===== src/rtl/uart_rx_irq_ctl.sv =====
module uart_rx_irq_ctl #(
  parameter int DEPTH      = 16,
  parameter int IDLE_CHARS = 4,
  parameter int BURST      = 4
) (
  input  logic                       clk,
  input  logic                       rst_n,
  input  logic                       rx_valid,
  input  logic [7:0]                 rx_data,
  input  logic                       rx_err,
  input  logic                       char_tick,
  input  logic                       cfg_fifo_en,
  input  logic [1:0]                 cfg_trig,
  input  logic                       cfg_dma_sel,
  input  logic                       ie_data,
  input  logic                       ie_tout,
  input  logic                       ie_eord,
  input  logic                       ie_lsr,
  input  logic                       rd_en,
  input  logic                       lsr_clr,
  input  logic                       eord_clr,
  input  logic                       dma_ack,
  output logic [7:0]                 rd_data,
  output logic [$clog2(DEPTH):0]     fifo_level,
  output logic                       dma_req,
  output logic                       dma_beat,
  output logic                       irq_data,
  output logic                       irq_tout,
  output logic                       irq_eord,
  output logic                       irq_lsr,
  output logic                       irq,
  output logic [2:0]                 irq_id
);
  localparam int AW = $clog2(DEPTH);
  localparam int CW = AW + 1;
  localparam int IW = $clog2(IDLE_CHARS + 1);
  localparam int BW = $clog2(BURST + 1);
  localparam logic [CW-1:0] DEPTH_C = CW'(DEPTH);
  localparam logic [CW-1:0] BURST_C = CW'(BURST);
  localparam logic [IW-1:0] IDLE_C  = IW'(IDLE_CHARS);
  localparam logic [BW-1:0] BEATS_C = BW'(BURST);

  logic [7:0]    mem [DEPTH];
  logic [AW-1:0] wp, rp;
  logic [CW-1:0] cnt, eff_depth, trig_lvl, thr;
  logic [IW-1:0] idle;
  logic [BW-1:0] beats;
  logic          armed, lsr, eord;
  logic          full, push, pop, dma_mode, idle_full, tout_cond, eord_set, lsr_set;

  always_comb begin
    case (cfg_trig)
      2'b00:   trig_lvl = CW'(1);
      2'b01:   trig_lvl = CW'(4);
      2'b10:   trig_lvl = CW'(8);
      default: trig_lvl = CW'(14);
    endcase
    if (!cfg_fifo_en) trig_lvl = CW'(1);
  end

  assign eff_depth = cfg_fifo_en ? DEPTH_C : CW'(1);
  assign full      = cnt >= eff_depth;
  assign push      = rx_valid && !full;
  assign dma_beat  = beats != '0;
  assign pop       = dma_beat || (rd_en && cnt != '0);
  assign dma_mode  = cfg_fifo_en && cfg_dma_sel;
  assign thr       = dma_mode ? BURST_C : trig_lvl;
  assign dma_req   = dma_mode && !dma_beat && cnt >= BURST_C;
  assign idle_full = idle == IDLE_C;
  assign tout_cond = idle_full && cnt != '0 && cnt < thr;
  assign eord_set  = dma_mode && armed && idle_full;
  assign lsr_set   = rx_valid && (full || rx_err);

  assign rd_data    = mem[rp];
  assign fifo_level = cnt;

  always_ff @(posedge clk) begin
    if (push) mem[wp] <= rx_data;
  end

  always_ff @(posedge clk or negedge rst_n) begin
    if (!rst_n) begin
      wp  <= '0;
      rp  <= '0;
      cnt <= '0;
    end else begin
      if (push) wp <= cfg_fifo_en ? wp + AW'(1) : wp;
      if (pop)  rp <= cfg_fifo_en ? rp + AW'(1) : rp;
      cnt <= cnt + CW'(push) - CW'(pop);
    end
  end

  always_ff @(posedge clk or negedge rst_n) begin
    if (!rst_n) begin
      beats <= '0;
    end else if (dma_beat) begin
      beats <= beats - BW'(1);
    end else if (dma_ack && dma_req) begin
      beats <= BEATS_C;
    end
  end

  always_ff @(posedge clk or negedge rst_n) begin
    if (!rst_n) begin
      idle <= '0;
    end else if (rx_valid || pop) begin
      idle <= '0;
    end else if (char_tick && !idle_full) begin
      idle <= idle + IW'(1);
    end
  end

  always_ff @(posedge clk or negedge rst_n) begin
    if (!rst_n) begin
      armed <= 1'b0;
      eord  <= 1'b0;
      lsr   <= 1'b0;
    end else begin
      if (push)          armed <= 1'b1;
      else if (eord_set) armed <= 1'b0;
      if (eord_set)      eord  <= 1'b1;
      else if (eord_clr) eord  <= 1'b0;
      if (lsr_set)       lsr   <= 1'b1;
      else if (lsr_clr)  lsr   <= 1'b0;
    end
  end

  assign irq_lsr  = ie_lsr && lsr;
  assign irq_tout = ie_tout && tout_cond;
  assign irq_eord = ie_eord && eord;
  assign irq_data = ie_data && !dma_mode && cnt >= trig_lvl;

  always_comb begin
    if (irq_lsr)       irq_id = 3'd1;
    else if (irq_tout) irq_id = 3'd2;
    else if (irq_eord) irq_id = 3'd3;
    else if (irq_data) irq_id = 3'd4;
    else               irq_id = 3'd0;
  end
  assign irq = irq_id != 3'd0;

  p_pop_r1: assert property (@(posedge clk) disable iff (!rst_n)
    rd_en && !dma_beat && cnt != '0 && !rx_valid |=> cnt == $past(cnt) - CW'(1));

  p_ovf_drop_r3: assert property (@(posedge clk) disable iff (!rst_n)
    rx_valid && cfg_fifo_en && cnt == DEPTH_C && !rd_en && !dma_beat |=> cnt == $past(cnt) && lsr);

  p_lsr_clr_r3: assert property (@(posedge clk) disable iff (!rst_n)
    lsr_clr && !rx_valid |=> !lsr);

  p_ack_burst_r5: assert property (@(posedge clk) disable iff (!rst_n)
    dma_req && dma_ack |=> dma_beat);

  p_beat_nonempty_r5: assert property (@(posedge clk) disable iff (!rst_n)
    dma_beat |-> cnt != '0);

  p_tout_first_r6: assert property (@(posedge clk) disable iff (!rst_n)
    $rose(eord) && tout_cond |-> $past(tout_cond));

  p_single_slot_r8: assert property (@(posedge clk) disable iff (!rst_n)
    !cfg_fifo_en |-> cnt <= CW'(1) && !dma_req);
endmodule


===== config.mk =====
export PLATFORM = sky130hd
export DESIGN_NAME = uart_rx_irq_ctl
export DESIGN_NICKNAME = d
export VERILOG_FILES = /design/src/rtl/uart_rx_irq_ctl.sv
export SDC_FILE = /design/constraint.sdc
export NUM_CORES = 1
export LEC_CHECK = 0
export BUFFER_PORTS_ARGS = -buffer_cell sky130_fd_sc_hd__buf_2
export CAP_MARGIN = 0
export CORE_MARGIN = 3
export CORE_UTILIZATION = 58
export DETAILED_ROUTE_END_ITERATION = 10
export HOLD_SLACK_MARGIN = 0.12
export PLACE_DENSITY = 0.87
export SLEW_MARGIN = 20
export SYNTH_ARGS = -nofsm -noshare
export SYNTH_HDL_FRONTEND = slang
export SYNTH_SLANG_ARGS = --single-unit

===== constraint.sdc =====
create_clock -name clk -period 7.1 [get_ports clk]
set_input_delay 0.71 -clock clk [delete_from_list [all_inputs] [get_ports clk]]
set_output_delay 0.71 -clock clk [all_outputs]
set_load 0.03 [all_outputs]

==> results of run 1 <==
metrics by stage:
| stage | instance area (sq um) | std cells | setup slack, ns | utilization [%] |
|---|---|---|---|---|
| final | 7500 | 633 | 3.62 | 68.6 |
| after global routing | 7500 | 633 | 3.46 | 68.6 |
| after CTS | 7490 | 631 | 3.24 | 68.5 |
| after detailed placement | 6910 | 599 | 3.59 | 63.2 |
| after global placement | 6910 | 599 | 3.74 | 63.2 |
| after floorplan | 6570 | 426 | 3.33 | - |
critical path, cell delays in order (launching register included):
cell and delay, ns:
dfrtp_2 0.40, buf_4 0.65, mux2_2 0.41, o21ai_0 0.21, a21oi_1 0.14, o21ai_0 0.28, nand2_1 0.08, buf_2 0.18
layout make-up:
cell class                      count  area share (%)
Sequential cell                   150            58.6
Multi-Input combinational cell    237            26.8
Clock inverter                     13            1.94
Tap cell                          140            2.34
Clock buffer                       19            5.77
Inverter                           24            1.20
Timing Repair Buffer               48            3.24
Antenna cell                        2          0.0667
state kept, by name, summed over array words and instances, names as in the netlist:
register,flops
eord,1
rp,4
beats,3
mem,128
fifo_level,5
armed,1
idle,3
lsr,1
wp,4
worst max path at each step:
| stage | startpoint | end | slack, ns |
|---|---|---|---|
| after floorplan | cfg_fifo_en | irq_id[1] | 3.33 |
| after global placement | cfg_fifo_en | fifo_level[4]$_DFF_PN0_ | 3.74 |
| after detailed placement | cfg_fifo_en | fifo_level[4]$_DFF_PN0_ | 3.59 |
| after CTS | rp[1]$_DFFE_PN0P_ | rd_data[6] | 3.24 |
| after global routing | rp[0]$_DFFE_PN0P_ | rd_data[0] | 3.46 |
| final | rp[0]$_DFFE_PN0P_ | rd_data[5] | 3.62 |
cells by family after synthesis:
family | after synthesis
buffers and inverters | 39
XOR/XNOR | 10
AND/OR/NAND/NOR | 86
adder cells (fa/ha/maj) | 27
flip-flops | 150
multiplexers | 51
AO/OA/AOI/OAI | 63
layer usage:
layer  routed length [um]  up-vias  track usage, %
met1                 5140     1892            29.5
met3                  869       18            5.71
met2                 6890      145            35.7
li1                     -     1725               -
met5                    0        -               0
met4                  250        0            8.41
synthesized netlist by cell type:
library cell and number:
mux2_2 9, a21o_1 1, edfxtp_1 128, a21oi_1 11, mux4_2 16, a31oi_1 1, a22oi_1 8, o21bai_1 2
buf_2 4, and4b_1 1, and3b_2 1, xnor2_1 7, nor2b_1 4, nand4_1 3, a221oi_1 8, a41oi_1 1
inv_1 24, nor4_1 2, fa_1 1, o41ai_4 1, o41ai_1 1, and2_1 19, or4b_1 1, nand3b_1 1
o311ai_0 1, nor3_1 6, or2_2 2, nand3_1 3, dfrtp_1 22, nor4bb_1 1, ha_1 26, a21boi_0 1
mux2i_1 26, xor2_1 3, buf_4 4, clkbuf_1 6, nor2_1 13, and3_1 1, buf_1 1, o21ai_0 27
or3b_2 1, nand2_1 27
power breakdown:
group,leakage (nW),total [W],switching (W),internal [W]
Sequential,1.42,0.00117,0.000118,0.00105
Clock,0.277,0.000870,0.000348,0.000522
Combinational,1.12,0.00107,0.000660,0.000412
Total,2.82,0.00311,0.00113,0.00198
==> flow_metrics.tcl, run 1 <==
set metrics [dict create \
    timing.rr.start "fifo_level[0]$_DFF_PN0_" \
    portBuffers 47 \
    start_util_pct 60.1 \
    r2r_slack_ns 3.95 \
    setup-violations-final 0 \
    route.detailed.drc 0 \
    syn_avg_cell_area_sq_um 15.4 \
    grt_overflow 0 \
    ctsResizeCount 0 \
    yosys-top-cells-area "edfxtp_1 (58%), dfrtp_1 (8.4%), mux4_2 (5.5%)" \
    drive_gt1_share_pct 22.2 \
    core_area_sq_um 10900 \
    ios 48 \
    whs_ns 0.261 \
    r2r_cells 15 \
    htree_levels 4 \
    postRouteAntennaNets 0 \
    grt_max_degree 49 \
    num_vias 3780 \
    cts_setup_buffers 0 \
    tritoncts "done" \
    drt_iter0_drc 291 \
    antenna_found_initial 2 \
    crit_arrival_ns 2.77 \
    synth_top_area_cell "edfxtp_1" \
    maxCapViolations 0 \
    rsz0062_at_grt "no" \
    clk_path_buf_depth 2 \
    endpoint_kind "output pin" \
    final_common_cell "edfxtp_1" \
    relSlewSlack_pct 41.5 \
    fin_setup_tns_ns 0 \
    finalHoldViolations 0 \
    max_slew.worst_pin.slew_ns 0.878 \
    synth-simple-area-share_pct 6.78 \
    yosysUniqueCellTypes 42 \
    yosys.area_share.adder_pct 5.26 \
    synth_compound_gate_area_share_pct 6.25 \
    clock_sinks 150 \
    crit_fanout 48 \
    grtUsageTotal_pct 22.2 \
    slew_viol_final 0 \
    die_h_um 112 \
    rr_endpoint "fifo_level[4]$_DFF_PN0_" \
    synth_top_area_share_pct 58.5 \
    period_needed_ns 3.48 \
    grt_pass1_vias 3916 \
    synth_seq_cells 150 \
    synthCells 426 \
    dieArea_sq_um 12600 \
    multiInputGateArea_sq_um 2010 \
    period_share_pct 49.1 \
    crit_type "reg -> out" \
    dr.pass1.iters 5 \
    syn-cell-area_sq_um 6570 \
    clock_skew_ns 0.0193 \
    cts_hold_buf 0 \
    vdd_drop_max_mv 0.196 \
    place_hpwl_um 8830 \
    grt_pass1_wl_um 21200 \
    clk_pin_slew_ns 0.06 \
    yosysSeqAreaShare_pct 66.9 \
    p_leak_nw 2.82 \
    hold_path_class "in -> async" \
    clock_latency_ns 0.42 \
    fmax_mhz 287 \
    power_w 0.00311 \
    routedWlPerCell_um 20.8 \
    outcome "completed" \
    yosysWarnings 0 \
    synth_xor_area_share_pct 1.33 \
    place_congestion 0.896 \
    via_per_inst 5.97 \
    muxShareOfSynthArea_pct 11.0 \
    area_growth_syn_to_layout_pct 14.1 \
    routed_wl_um 13100 \
    die_w_um 112 \
    layout.nets 530 \
    synth_top_family_by_area "multiplexers" \
    fillerInstances 703 \
    row_count 38 \
    seq_area_sq_um 4400 \
    syn_nets 478 \
    power_density_nw_per_um2 414 \
    cts-buffers-inserted 17 \
    clockRootBuffer "clkbuf_16" \
    cp_data_required_time_ns 6.39 \
    final_cell_mix "edfxtp_1 (128), buf_2 (47), nand2_1 (27), o21ai_0 (27)" \
    start_kind "flip-flop" \
]
(Power assumes the default switching activity.)
==> run 2: changes to the inputs <==
Clock period 7.1 ns to 3.5 ns, I/O delays scaled along.
==> run 2 against run 1 <==
- power is 100% higher
- sequential cell count did not move
- via count up 2.5%
- worst hold slack lost 0.13 ns
- critical endpoint is now fifo_level[4]$_DFF_PN0_
- wire length up 3.8%
- register-to-register slack lost 3.7 ns
- non-clock buffer count is 3 higher
- highest routed layer unchanged
- critical path depth increased by 8
- die area unchanged
- final cell count rose by 0.32%
- design area increased by 0.35%
==> flow_metrics.tcl, run 2 (same netlist as run 1, synthesis figures left out) <==
set metrics [dict create \
    cpMostUsedCell "nor2_1" \
    die_h_um 112 \
    drive_gt1_share_pct 21.9 \
    portBuffers 47 \
    die_w_um 112 \
    row_count 38 \
    outcome "completed" \
    clk_path_buf_depth 2 \
    layout.nets 533 \
    grt_pass1_vias 4038 \
    cp_data_required_time_ns 3.79 \
    crit_path_cell_trace "inv_1 > ha_1 > nor2b_1 > o41ai_4 > nand2_1 > ha_1 > inv_1 > ha_1 > inv_1 > fa_1 > nor2_1 > nor2_1 > nor2_1 > nor2_1 > xor2_1" \
    cp_num_buf_inv 3 \
    cts-buffers-inserted 17 \
    p_leak_nw 2.83 \
    power_density_nw_per_um2 836 \
    crit_arrival_ns 3.50 \
    max_slew.worst_pin.slew_ns 0.739 \
    slowest_delay_ns 0.53 \
    finalHoldViolations 0 \
    rsz0062_at_grt "no" \
    grt_overflow 0 \
    tritoncts "done" \
    crit_fanout 10 \
    period_needed_ns 3.21 \
    clock_latency_ns 0.41 \
    crit_type "reg -> reg" \
    start_kind "flip-flop" \
    timing.rr.start "fifo_level[1]$_DFF_PN0_" \
    drt_iter0_drc 319 \
    clock_skew_ns 0.00655 \
    hold-path-endpoint "eord$_DFFE_PN0P_" \
    largest-register "mem" \
    seq_area_sq_um 4400 \
    grt_max_degree 49 \
    routed_wl_um 13600 \
    vdd_drop_max_mv 0.465 \
    routedWlPerCell_um 21.5 \
    multiInputGateArea_sq_um 2010 \
    setup-violations-final 0 \
    start_util_pct 60.1 \
    endpoint_kind "flip-flop" \
    route.detailed.drc 0 \
    hold_path_class "in -> reg" \
    crit_family "adder cells" \
    place_hpwl_um 8790 \
    cts_hold_buf 2 \
    dieArea_sq_um 12600 \
    fillerInstances 699 \
    final_common_cell "edfxtp_1" \
    ios 48 \
    final_util_pct 68.8 \
    clockRootBuffer "clkbuf_16" \
    core_area_sq_um 10900 \
    fin_setup_tns_ns 0 \
    clock_sinks 150 \
    grtUsageTotal_pct 22.8 \
    min_path_cells 2 \
    crit_slowest_cell "dfrtp_1" \
    ctsResizeCount 0 \
    place_congestion 0.822 \
    htree_levels 4 \
    clk_pin_slew_ns 0.06 \
    maxCapViolations 0 \
    cts_setup_buffers 0 \
    num_vias 3876 \
    dr.pass1.iters 7 \
    fmax_mhz 312 \
    via_per_inst 6.10 \
    period_share_pct 91.6 \
    rr_endpoint "fifo_level[4]$_DFF_PN0_" \
    largest_reg_flops 128 \
    area_growth_syn_to_layout_pct 14.5 \
    final_cell_mix "edfxtp_1 (128), buf_2 (47), nand2_1 (27), o21ai_0 (27)" \
    hp-start "eord_clr" \
    slew_viol_final 0 \
    postRouteAntennaNets 0 \
    antenna_found_initial 2 \
    r2r_cells 15 \
    r2r_slack_ns 0.29 \
    grt_pass1_wl_um 21800 \
    relSlewSlack_pct 50.5 \
]
run 2: how the worst max path moves through the flow:
| stage | start | end | slack (ns) | cells after the start |
|---|---|---|---|---|
| final | fifo_level[1]$_DFF_PN0_ | fifo_level[4]$_DFF_PN0_ | 0.29 | 15 |
| after CTS | fifo_level[1]$_DFF_PN0_ | fifo_level[4]$_DFF_PN0_ | 0.32 | 15 |
| after floorplan | cfg_fifo_en | irq_id[1] | 0.45 | 9 |
| after detailed placement | cfg_fifo_en | fifo_level[4]$_DFF_PN0_ | 0.32 | 16 |
| after global placement | cfg_fifo_en | fifo_level[4]$_DFF_PN0_ | 0.47 | 16 |
| after global routing | fifo_level[1]$_DFF_PN0_ | fifo_level[4]$_DFF_PN0_ | 0.1 | 15 |
run 2: layout make-up:
cell class	count	area share (%)
sequential	150	58.4
clock buffer	20	5.80
clock inverter	11	1.70
multi-input combinational	237	26.7
tap	140	2.33
timing repair buffer	51	3.76
antenna	2	0.0665
inverter	24	1.20
run 2: per-layer routing:
layer / vias up / global-route usage, % / wire [um]
met5: - / 0 / 0
met4: 0 / 8.73 / 295
met3: 30 / 5.71 / 908
met2: 164 / 37.3 / 7110
met1: 1946 / 29.7 / 5320
li1: 1736 / - / -
run 2: per-stage QoR:
stage / hold WS [ns] / setup slack (ns) / instances / area, sq um / total power (W)
6_report: 0.130 / 0.293 / 635 / 7530 / 0.00629
5_1_grt: 0.133 / 0.0997 / 635 / 7530 / 0.00661
4_1_cts: 0.124 / 0.323 / 633 / 7520 / 0.00630
3_5_place_dp: 0.339 / 0.324 / 600 / 6940 / 0.00455
3_3_place_gp: 0.325 / 0.466 / 600 / 6930 / 0.00445
2_1_floorplan: 0.0544 / 0.450 / 426 / 6570 / 0.00394
run 2: where the power goes:
group / internal [W] / switching (W) / total [W]
sequential: 0.00213 / 0.000204 / 0.00233
clock: 0.00105 / 0.000672 / 0.00172
combinational: 0.000855 / 0.00138 / 0.00224
run 2: worst register-to-register path, delay by kind of cell, from the launching register on:
family	cells	cell delay [ns]
xor gates and xnor gates	1	0.13
adders and majority gates	4	1.12
DFF	1	0.53
AOI/OAI and AO/OA	1	0.37
and+or+nand+nor	6	0.68
buffers and inverters	3	0.26
